==> config.mk <==
export PLATFORM = sky130hd
export DESIGN_NAME = wiper_fuse_slave
export DESIGN_NICKNAME = d
export VERILOG_FILES = /design/src/rtl/wiper_fuse_slave.sv
export SDC_FILE = /design/constraint.sdc
export NUM_CORES = 1
export LEC_CHECK = 0
export CELL_PAD_IN_SITES_DETAIL_PLACEMENT = 2
export CELL_PAD_IN_SITES_GLOBAL_PLACEMENT = 2
export CORE_UTILIZATION = 38
export DETAILED_ROUTE_END_ITERATION = 8
export PLACE_DENSITY = 0.89
export SLEW_MARGIN = 20
export SYNTH_ARGS = -nofsm -noshare
export SYNTH_HDL_FRONTEND = slang
export SYNTH_SLANG_ARGS = --single-unit
==> constraint.sdc <==
create_clock -name clk -period 2.7 [get_ports clk]
set_clock_uncertainty 0.2 [all_clocks]
set_input_delay 0.54 -clock clk [delete_from_list [all_inputs] [get_ports clk]]
set_output_delay 0.54 -clock clk [all_outputs]
set_load 0.02 [all_outputs]
==> src/rtl/wiper_fuse_slave.sv <==
module wiper_fuse_slave #(
  parameter logic [4:0] DEV_ID      = 5'b01011,
  parameter int         PROG_CYCLES = 64
) (
  input  logic       clk,
  input  logic       por_n,
  input  logic       blank_n,
  input  logic       scl_i,
  input  logic       sda_i,
  input  logic [1:0] addr_pins,
  output logic       sda_pull,
  output logic [7:0] wiper,
  output logic       busy,
  output logic       locked,
  output logic [1:0] fuse_used
);

  localparam int         CW  = $clog2(PROG_CYCLES + 1);
  localparam logic [7:0] MID = 8'h80;

  typedef enum logic [2:0] {
    P_IDLE, P_ADDR, P_INSTR, P_DATA, P_SACK, P_READ, P_MACK, P_WAIT
  } phase_t;

  logic [2:0] scl_p, sda_p;
  always_ff @(posedge clk) begin
    if (!por_n) begin
      scl_p <= 3'b111;
      sda_p <= 3'b111;
    end else begin
      scl_p <= {scl_p[1:0], scl_i};
      sda_p <= {sda_p[1:0], sda_i};
    end
  end

  logic scl_s, scl_q, sda_s, sda_q;
  assign scl_s = scl_p[1];
  assign scl_q = scl_p[2];
  assign sda_s = sda_p[1];
  assign sda_q = sda_p[2];

  logic scl_rise, scl_fall, start_c, stop_c;
  assign scl_rise = scl_s & ~scl_q;
  assign scl_fall = ~scl_s & scl_q;
  assign start_c  = scl_s & scl_q & sda_q & ~sda_s;
  assign stop_c   = scl_s & scl_q & ~sda_q & sda_s;

  phase_t     phase, nxt;
  logic [7:0] sh, instr;
  logic [3:0] bitcnt;
  logic       sda_low, mack_ok;

  logic addr_hit, wr_go;
  logic [7:0] new_val;
  assign addr_hit = (sh[7:1] == {DEV_ID, addr_pins});
  assign wr_go    = scl_fall && (phase == P_DATA) && (bitcnt == 4'd8);
  assign new_val  = instr[7] ? MID : sh;
  assign sda_pull = sda_low;

  always_ff @(posedge clk) begin
    if (!por_n) begin
      phase   <= P_IDLE;
      nxt     <= P_IDLE;
      sh      <= '0;
      instr   <= '0;
      bitcnt  <= '0;
      sda_low <= 1'b0;
      mack_ok <= 1'b0;
    end else if (start_c) begin
      phase   <= P_ADDR;
      bitcnt  <= '0;
      sda_low <= 1'b0;
    end else if (stop_c) begin
      phase   <= P_IDLE;
      sda_low <= 1'b0;
    end else if (scl_rise) begin
      case (phase)
        P_ADDR, P_INSTR, P_DATA:
          if (bitcnt < 4'd8) begin
            sh     <= {sh[6:0], sda_s};
            bitcnt <= bitcnt + 4'd1;
          end
        P_READ: bitcnt <= bitcnt + 4'd1;
        P_MACK: mack_ok <= ~sda_s;
        default: ;
      endcase
    end else if (scl_fall) begin
      case (phase)
        P_ADDR:
          if (bitcnt == 4'd8) begin
            if (addr_hit && (sh[0] || !busy)) begin
              sda_low <= 1'b1;
              phase   <= P_SACK;
              nxt     <= sh[0] ? P_READ : P_INSTR;
            end else begin
              phase <= P_WAIT;
            end
          end
        P_INSTR:
          if (bitcnt == 4'd8) begin
            instr   <= sh;
            sda_low <= 1'b1;
            phase   <= P_SACK;
            nxt     <= P_DATA;
          end
        P_DATA:
          if (bitcnt == 4'd8) begin
            sda_low <= 1'b1;
            phase   <= P_SACK;
            nxt     <= P_WAIT;
          end
        P_SACK: begin
          bitcnt <= '0;
          if (nxt == P_READ) begin
            sh      <= wiper;
            sda_low <= ~wiper[7];
            phase   <= P_READ;
          end else begin
            sda_low <= 1'b0;
            phase   <= nxt;
          end
        end
        P_READ:
          if (bitcnt == 4'd8) begin
            sda_low <= 1'b0;
            phase   <= P_MACK;
          end else begin
            sda_low <= ~sh[6];
            sh      <= {sh[6:0], 1'b0};
          end
        P_MACK:
          if (mack_ok) begin
            sh      <= wiper;
            sda_low <= ~wiper[7];
            bitcnt  <= '0;
            phase   <= P_READ;
          end else begin
            phase <= P_WAIT;
          end
        default: ;
      endcase
    end
  end

  logic [7:0]    f0_val, f1_val, pend;
  logic          f0_set, f1_set;
  logic [CW-1:0] prog_cnt;
  logic          prog_done;
  logic [7:0]    preset;

  assign busy      = (prog_cnt != '0);
  assign prog_done = por_n && (prog_cnt == CW'(1));
  assign fuse_used = {f1_set, f0_set};
  assign preset    = f1_set ? f1_val : (f0_set ? f0_val : MID);

  always_ff @(posedge clk) begin
    if (!blank_n) begin
      f0_val <= '0;
      f1_val <= '0;
      f0_set <= 1'b0;
      f1_set <= 1'b0;
    end else if (prog_done) begin
      if (!f0_set) begin
        f0_val <= pend;
        f0_set <= 1'b1;
      end else begin
        f1_val <= pend;
        f1_set <= 1'b1;
      end
    end
  end

  always_ff @(posedge clk) begin
    if (!por_n) begin
      wiper    <= preset;
      prog_cnt <= '0;
      pend     <= '0;
      locked   <= 1'b0;
    end else if (wr_go) begin
      wiper <= new_val;
      if (instr[6]) begin
        if (f0_set && f1_set) begin
          locked <= 1'b1;
        end else begin
          prog_cnt <= CW'(PROG_CYCLES);
          pend     <= new_val;
        end
      end
    end else if (busy) begin
      prog_cnt <= prog_cnt - CW'(1);
    end
  end

  assert_blank_mid_R1: assert property (@(posedge clk) disable iff (!por_n || !blank_n)
    ($past(!por_n) && fuse_used == 2'b00) |-> (wiper == MID));

  assert_busy_nack_R8: assert property (@(posedge clk) disable iff (!por_n)
    (phase == P_SACK && nxt == P_INSTR) |-> !busy);

  assert_fuse_order_R7: assert property (@(posedge clk) disable iff (!blank_n)
    fuse_used != 2'b10);

  assert_fuse_quiet_R7: assert property (@(posedge clk) disable iff (!blank_n || !por_n)
    !$past(busy) |-> $stable(fuse_used));

  assert_lock_sticky_R9: assert property (@(posedge clk) disable iff (!por_n)
    $past(locked) |-> locked);

  assert_lock_full_R9: assert property (@(posedge clk) disable iff (!por_n || !blank_n)
    $rose(locked) |-> (fuse_used == 2'b11));

  assert_idle_release_R10: assert property (@(posedge clk) disable iff (!por_n)
    (phase == P_IDLE) |-> !sda_pull);

endmodule

# After elaboration in Yosys (flattened, before gate mapping)

Cells that the tools add are included.

Add/sub/neg operators: 2
Magnitude comparators: 1
Equality and inequality tests: 31
Muxes and demuxes: 47
Bitwise logic cells: 19
Reductions and logical operators: 33

Operator list:

| cell                                                   | count |
|---|---|
| two-way mux 8 bit                                      | 12 |
| two-way mux 7 bit                                      | 4 |
| two-way mux 3 bit                                      | 9 |
| one-hot mux 8 bit (3 select lines)                     | 1 |
| AND reduction 6 bit                                    | 4 |
| AND reduction 9 bit                                    | 2 |
| two-way mux 4 bit                                      | 4 |
| one-hot mux 4 bit (2 select lines)                     | 2 |
| one-hot mux 3 bit (5 select lines)                     | 1 |
| inequality test 2 bit (second input constant)          | 7 |
| nonzero test 7 bit                                     | 2 |
| == test 3 bit (second input constant)                  | 4 |
| inequality test 3 bit (second input constant)          | 4 |
| NOT 1 bit                                              | 12 |
| two-way mux 1 bit                                      | 10 |
| inequality test 2 x 1 -> 1 bit (second input constant) | 5 |
| one-hot mux 3 bit (3 select lines)                     | 1 |
| AND reduction 3 bit                                    | 3 |
| nonzero test 3 bit                                     | 3 |
| inequality test 4 bit (second input constant)          | 2 |
| bitwise AND 1 bit                                      | 7 |
| == test 7 x 1 -> 1 bit (second input constant)         | 1 |
| == test 7 x 6 -> 1 bit                                 | 1 |
| AND reduction 7 bit                                    | 1 |
| other kinds (20)                                       | 31 |

Flip-flop bits (word level): 76
Input bits: 7
Output and inout bits: 13
Logic and storage cells: 151

# Longest topological paths before layout

Gate-level depths: netlist of the first run.

Word-level depth: 11
Mapped depth: 8
Depth with buffers taken out: 7

# Worst setup path after synthesis of the first run

Ideal clock, no wire load.

Path type: reg-to-reg
From: register scl_p[1]
To: register sh[7]
Setup time: 0.116 ns
Data arrival time: 1.812 ns
Required time: 2.384 ns
Path slack: 0.572 ns
Stages on the path, launching flop included: 8
Path buffers: 1
Period minus slack after synthesis: 2.128 ns
Path through: dfxtp_1 ha_1 and3b_1 a211o_1 a2111oi_4 buf_4 nand2_1 o211a_1

Cells in the longest elaborated chain, start to end: 5
Elaborated cells on any way between the ends: 19
Those cells by class: eq/ne (5); mux (1); bitwise (10); reduce/logical (3)

Ends and longest elaborated chain:

| what                                                      | line   | text |
|---|---|---|
| start, declared                                           | 25     | `logic [2:0] scl_p, sda_p;` |
| start signal, assigned                                    | 31     | `scl_p <= {scl_p[1:0], scl_i};` |
| bitwise AND 1 bit                                         | 45, 46 |  |
| bitwise AND 1 bit, on equally long branches (2 in series) | 46, 45 |  |
| NOT 1 bit (no source line)                                | -      |  |
| AND reduction 9 bit (no source line)                      | -      |  |
| end signal, assigned                                      | 80     | `sh <= {sh[6:0], sda_s};` |
| end signal, assigned                                      | 115    | `sh <= wiper;` |
| end signal, assigned                                      | 129    | `sh <= {sh[6:0], 1'b0};` |
| end, declared                                             | 49     | `logic [7:0] sh, instr;` |

Parallel ways exist; a longest one is shown, timed or not.
A chain may end at the register's enable or synchronous reset.

# Final worst setup path of the first run

From: register prog_cnt[2]
To: output busy

Cells in the longest elaborated chain, start to end: 1

Ends and longest elaborated chain:

| what                   | line | text |
|---|---|---|
| start, declared        | 147  | `logic [CW-1:0] prog_cnt;` |
| start signal, assigned | 185  | `prog_cnt <= CW'(PROG_CYCLES);` |
| start signal, assigned | 190  | `prog_cnt <= prog_cnt - CW'(1);` |
| nonzero test 7 bit     | 151  | `assign busy = (prog_cnt != '0);` |
| end, declared          | 13   | `output logic busy,` |

No other way between the ends.

==> results of run 1 <==
[power groups by stage]
| stage | sequential (mW) | clock (mW) | combinational, mW |
|---|---|---|---|
| 6_report | 1.16 | 0.991 | 0.499 |
| 5_1_grt | 1.17 | 1.07 | 0.559 |
| 4_1_cts | 1.16 | 1.02 | 0.508 |
| 3_5_place_dp | 1.18 | 0 | 0.491 |
| 3_3_place_gp | 1.18 | 0 | 0.466 |
| 2_1_floorplan | 1.17 | 0 | 0.342 |
[sequential cells by signal (all words and copies together), names as in the netlist, 2 cells and up]
name,flops
scl_p,3
instr,2
nxt,3
f1_val,8
phase,3
pend,8
bitcnt,4
sda_p,3
f0_val,8
prog_cnt,7
sh,8
wiper,8
[path summary, 6_finish.rpt]
| kind | slack [ps] | to | startpoint | cells after the start |
|---|---|---|---|---|
| worst min-delay path | 230 | sda_p[1] | sda_p[0] | 1 |
| worst min register to register | 230 | sda_p[1] | sda_p[0] | 1 |
| worst max-delay path | 160 | busy | prog_cnt[2] | 3 |
| worst max register to register | 190 | bitcnt[3] | scl_p[2] | 7 |
[per-stage QoR]
| stage | total power [mW] | cell area, um2 | cells |
|---|---|---|---|
| 4_1_cts | 2.69 | 3980 | 503 |
| 3_3_place_gp | 1.64 | 3760 | 487 |
| 2_1_floorplan | 1.52 | 3460 | 372 |
| 5_1_grt | 2.80 | 3980 | 503 |
| 3_5_place_dp | 1.67 | 3760 | 487 |
| 6_report | 2.65 | 3980 | 503 |
[cells in the mapped netlist (2+ instances only)]
cell	number
nor2_1	18
o21ai_0	18
nor3_1	3
nor2b_1	26
xor2_1	8
edfxtp_1	8
a22oi_1	5
or3_1	2
nand2b_1	12
buf_4	3
nand2_1	38
clkbuf_1	15
buf_2	5
and3_1	5
a21oi_1	12
ha_1	9
inv_1	11
and4_1	2
a21boi_0	10
o21a_1	4
nand3_1	15
nand4_1	4
nor3b_1	4
nand3b_1	5
mux2i_1	25
and3b_1	3
dfxtp_1	62
o211a_1	10
nand4b_1	2
and4b_1	3
[final cells by class]
class / instances / area, um2 / share of cell area [%]
multi-input combinational: 268 / 1830 / 46.0
tap: 108 / 135 / 3.39
timing repair buffer: 30 / 267 / 6.69
clock buffer: 9 / 124 / 3.11
inverter: 11 / 41.3 / 1.04
clock inverter: 7 / 103 / 2.58
sequential: 70 / 1480 / 37.2
[metal layers]
layer	track usage (%)	up-vias	share of wire (%)
met3	5.32	15	2.3
met5	0	-	0
met4	6.33	0	1.4
met1	27.1	1426	43
met2	41.3	29	53
li1	-	1350	-
[worst reg2reg max path: cells and delay by family, from the launching register on]
family                   cells  cell delay [ps]
buffers and inverters        1               90
flip-flops                   1              360
AO/OA/AOI/OAI                3              900
AND/OR/NAND/NOR              2              470
adder cells (fa/ha/maj)      1              440
[cells by family (layout without fill, tap and decap cells)]
family,Yosys count,in the layout,share of synthesized area (%)
AO/OA/AOI/OAI,76,76,16.1
buffers and inverters,34,57,4.20
AND/OR/NAND/NOR,149,149,24.1
multiplexers,25,25,7.24
XOR/XNOR,9,9,2.28
flip-flops,70,70,42.8
adder cells (fa/ha/maj),9,9,3.26
[what timing repair did]
| item | 4_1_cts | 5_1_grt |
|---|---|---|
| gates resized for setup | 1 | 0 |
| setup endpoints to repair | 1 | 0 |
| hold endpoints to repair | 0 | 0 |
==> out/qor.csv, run 1 <==
stage,metric,value,unit
run_status,status,completed,
die,I/O Pins,20,
yosys,"Seq/Total Area, Yosys",42.8,%
clock_tree,CTS tree,built,
sta,Tightest Pin Transition,592,ps
route,wire per inst,20.0,um
yosys,top cell type's share of synthesized area,35.9,%
die,Die W,97.4,um
final_layout,final-stage net count,406,
clock_tree,hold_buf cts,0,
final_layout,ANT cells,0,
global_routing,number of global-route vias before repair,3165,
place,"worst slack, placed",34.2,ps
sta,Slew Limit Fails,0,
global_routing,largest net degree at the start of global routing,33,
setup_path,critical path class,flop to output pin,
sta,final hold violation count,0,
final_layout,ratio of cells with drive above 1 in the final layout,8.86,%
sta,fin crit share,94.2,%
clock_tree,clock sinks,70,
die,Die H,97.4,um
setup_path,slowest cell on the critical path,nor4_2,
global_routing,Overall Global Routing Usage,22.9,%
setup_path,"Largest stage delay, worst path",430,ps
place,Placer Congestion,0.833,
die,# rows,34,
yosys,dominant cell type by area after synthesis,dfxtp_1,
yosys,Async SR Flop Fraction,0,%
power_and_ir_drop,P per Cell Area,665,nW/um2
yosys,register bit total from synthesis,70,
clock_tree,H-tree depth,3,
sta,Fin Setup TNS,0,ps
yosys,predominant post-synthesis flop cell,dfxtp_1,
setup_path,WP buf/inv,1,
sta,RSZ-0062 raised after global routing,false,
power_and_ir_drop,Clock power frac,37.4,%
yosys,Synth area leaders,"dfxtp_1, mux2i_1, edfxtp_1, nor2b_1, nand2_1",
clock_tree,setup bufs post-CTS,0,
final_layout,most frequent cells in the layout,"dfxtp_1, nand2_1, nor2b_1",
global_routing,grt ovf,0,
die,Initial Utilization,39.5,%
yosys,Synth Warn #,0,
sta,Hold Slack,230,ps
route,WL final,10.1,mm
final_layout,"commonest non-fill, non-tap cell in the layout",dfxtp_1,
setup_path,Top delay family on crit path,simple AND/OR/NAND/NOR gates,
route,vias per cell,5.61,
route,vias,2820,
power_and_ir_drop,Leak,1.61,nW
global_routing,initial antenna violation count,0,
clock_tree,Worst-path clk slew,80,ps
die,total core area,8760,um2
sta,final setup vio count,0,
setup_path,"Max FO, Critical Path",7,
setup_path,crit path DAT,1800,ps
run,max-cap viol count,0,
setup_path,Critical Path Sink Type,output pin,
setup_path,CP startpoint kind,flop,
power_and_ir_drop,Combinational Power Share,18.8,%
yosys,Post-Syn Nets,388,
yosys,syn_area_per_cell,9.30,um2
clock_tree,CTS Root Cell,clkbuf_8,
sta,final worst setup slack,156,ps
setup_path,required time worst endpoint,1960,ps
power_and_ir_drop,sw frac,30.6,%
place,Port Buffer Count,19,
route,Routed Antenna Nets,0,
sta,maximum clock frequency,393,MHz
final_layout,final core utilization,45.4,%
sta,Slew Limit Headroom,60.5,%
power_and_ir_drop,NetSw,810,uW
setup_path,"critical path, cell by cell","nor4_2, nand2_1, dlygate4sd2_1",
worst_hold_path,Hold Crit Class,flop to flop,
route,# DRC,0,
die,die area,9490,um2
route,Initial DRT Pass Iterations,4,
place,hpwl dp,7.00,mm
yosys,Post-synth EDFFs,8,
final_layout,P&R area growth vs syn,15.2,%
final_layout,Fill cells,950,
sta,minimum clock period,2540,ps
clock_tree,total CTS buffers,9,
power_and_ir_drop,Peak supply drop,0.322,mV
clock_tree,clk_lat worst skew,360,ps
route,detailed router's first-iteration violation count,72,
yosys,Post-Synthesis Cell Area,3460,um2
power_and_ir_drop,Pint,1.84,mW
yosys,Synth Instances,372,
clock_tree,CTS Buffer Depth,2,
power_and_ir_drop,register share of total power,43.8,%
global_routing,first-pass GRT wire length,16.9,mm
yosys,post-synth cell types,55,
Note: power is estimated with default switching activity, not from simulation.
==> run 2, diff against run 1 <==
Settings changed: PLACE_DENSITY 0.89 to unset, PLACE_DENSITY_LB_ADDON set to 0.25.
==> run 2 against run 1 <==
Net effect:
- maximum frequency rose by 3.6%
- sequential share of layout area barely moved
- non-clock buffer count rose by 2
- count of clock-buffer cells in the layout rose by 2
- register-to-register slack improved by 50 ps
- worst setup slack improved by 88 ps
- cell area barely moved
- utilization barely moved
- critical path depth rose by 3
- cell count rose by 0.40%
- routed wire length fell by 7.2%
==> out/qor.csv, run 2 (synthesis results as in run 1) <==
stage,metric,value,unit
clock_tree,clock sinks,70,
sta,Tightest Pin Transition,635,ps
die,Die H,97.4,um
global_routing,first-pass GRT wire length,15.6,mm
sta,minimum clock period,2460,ps
global_routing,grt ovf,0,
final_layout,P&R area growth vs syn,15.2,%
clock_tree,CTS tree,built,
route,Initial DRT Pass Iterations,4,
die,die area,9490,um2
final_layout,final-stage net count,408,
power_and_ir_drop,register share of total power,45.8,%
worst_hold_path,Hold Crit Class,flop to flop,
sta,fin crit share,91.0,%
clock_tree,CTS Buffer Depth,2,
run,max-cap viol count,0,
clock_tree,total CTS buffers,9,
sta,Hold Slack,213,ps
run_status,status,completed,
global_routing,Overall Global Routing Usage,20.9,%
setup_path,critical path class,flop to flop,
setup_path,Top delay family on crit path,compound AO/OA/AOI/OAI gates,
final_layout,Fill cells,985,
setup_path,CP startpoint kind,flop,
final_layout,ANT cells,0,
die,Die W,97.4,um
place,Placed Area,3770,um2
route,vias per cell,5.51,
place,dpl cells,489,
setup_path,"critical path, cell by cell","ha_1, nor4b_1, a211o_1, a221o_1, or3_1, a21oi_1",
sta,Slew Limit Fails,0,
power_and_ir_drop,Peak supply drop,0.326,mV
global_routing,number of global-route vias before repair,3025,
sta,final hold violation count,0,
die,total core area,8760,um2
clock_tree,H-tree depth,3,
clock_tree,clk_lat worst skew,350,ps
route,Routed Antenna Nets,0,
clock_tree,Worst-path clk slew,80,ps
power_and_ir_drop,P per Cell Area,641,nW/um2
power_and_ir_drop,sw frac,30.4,%
final_layout,"commonest non-fill, non-tap cell in the layout",dfxtp_1,
route,vias,2783,
power_and_ir_drop,Clock power frac,34.2,%
clock_tree,setup bufs post-CTS,0,
sta,RSZ-0062 raised after global routing,false,
final_layout,Post-Layout Cell Count,505,
global_routing,largest net degree at the start of global routing,32,
route,wire per inst,18.5,um
place,hpwl dp,6.84,mm
place,Placer Congestion,0.794,
setup_path,WP buf/inv,0,
final_layout,most frequent cells in the layout,"dfxtp_1, nand2_1, nor2b_1",
power_and_ir_drop,Pint,1.78,mW
die,Initial Utilization,39.5,%
sta,final setup vio count,0,
power_and_ir_drop,Combinational Power Share,19.9,%
place,Port Buffer Count,19,
setup_path,required time worst endpoint,2780,ps
sta,Fin Setup TNS,0,ps
setup_path,crit path DAT,2530,ps
final_layout,cell area after layout,3990,um2
sta,maximum clock frequency,407,MHz
setup_path,"Max FO, Critical Path",12,
clock_tree,CTS Root Cell,clkbuf_8,
route,# DRC,0,
final_layout,ratio of cells with drive above 1 in the final layout,9.07,%
die,I/O Pins,20,
route,detailed router's first-iteration violation count,90,
sta,Slew Limit Headroom,57.6,%
power_and_ir_drop,Leak,1.61,nW
setup_path,Critical Path Sink Type,flop,
global_routing,initial antenna violation count,0,
power_and_ir_drop,NetSw,778,uW
final_layout,final core utilization,45.5,%
die,# rows,34,
route,WL final,9.33,mm
setup_path,slowest cell on the critical path,ha_1,
setup_path,"Largest stage delay, worst path",450,ps
==> run 2: per-layer routing <==
metal	global-route usage, %	share of wire (%)
met1	25.1	45
met2	37.9	52
met3	2.45	1.4
met4	7.92	1.5
met5	0	0
==> run 2: area by class of cell <==
type / count / area [um2] / area share [%]
flip-flops and latches: 70 / 1480 / 37.2
inverters: 11 / 41.3 / 1.04
well taps: 108 / 135 / 3.39
multi-input cells: 268 / 1840 / 46.2
repair buffers: 32 / 285 / 7.16
clock buffers: 11 / 141 / 3.55
clock inverters: 5 / 60.1 / 1.51
==> run 2: power groups by stage <==
| stage | clock network (mW) | logic, mW | registers (mW) |
|---|---|---|---|
| detailed placement | 0 | 0.505 | 1.19 |
| floorplan | 0 | 0.342 | 1.17 |
| CTS | 0.898 | 0.516 | 1.17 |
| finish | 0.875 | 0.509 | 1.17 |
| global route | 0.933 | 0.560 | 1.18 |
| global placement | 0 | 0.478 | 1.18 |
==> run 2: per-stage QoR <==
| stage | total power, mW | setup WS, ps |
|---|---|---|
| 4_1_cts | 2.58 | 6.71 |
| 3_5_place_dp | 1.69 | 19.3 |
| 3_3_place_gp | 1.66 | 80.8 |
| 5_1_grt | 2.67 | 85.9 |
| 6_report | 2.56 | 244 |
| 2_1_floorplan | 1.52 | 572 |
==> run 2: what timing repair did <==
| action | in CTS | in global routing |
|---|---|---|
| gates resized for setup | 0 | 2 |
| setup endpoints to repair | 0 | 1 |
| hold endpoints to repair | 0 | 0 |
| hold buffers | 0 | 0 |
==> run 2: final timing paths <==
| check | cells past startpoint | endpoint | start | slack, ps |
|---|---|---|---|---|
| max reg2reg | 6 | bitcnt[3] | scl_p[1] | 240 |
| min reg2reg | 1 | sda_p[1] | sda_p[0] | 210 |
| min | 1 | sda_p[1] | sda_p[0] | 210 |
| max | 6 | bitcnt[3] | scl_p[1] | 240 |
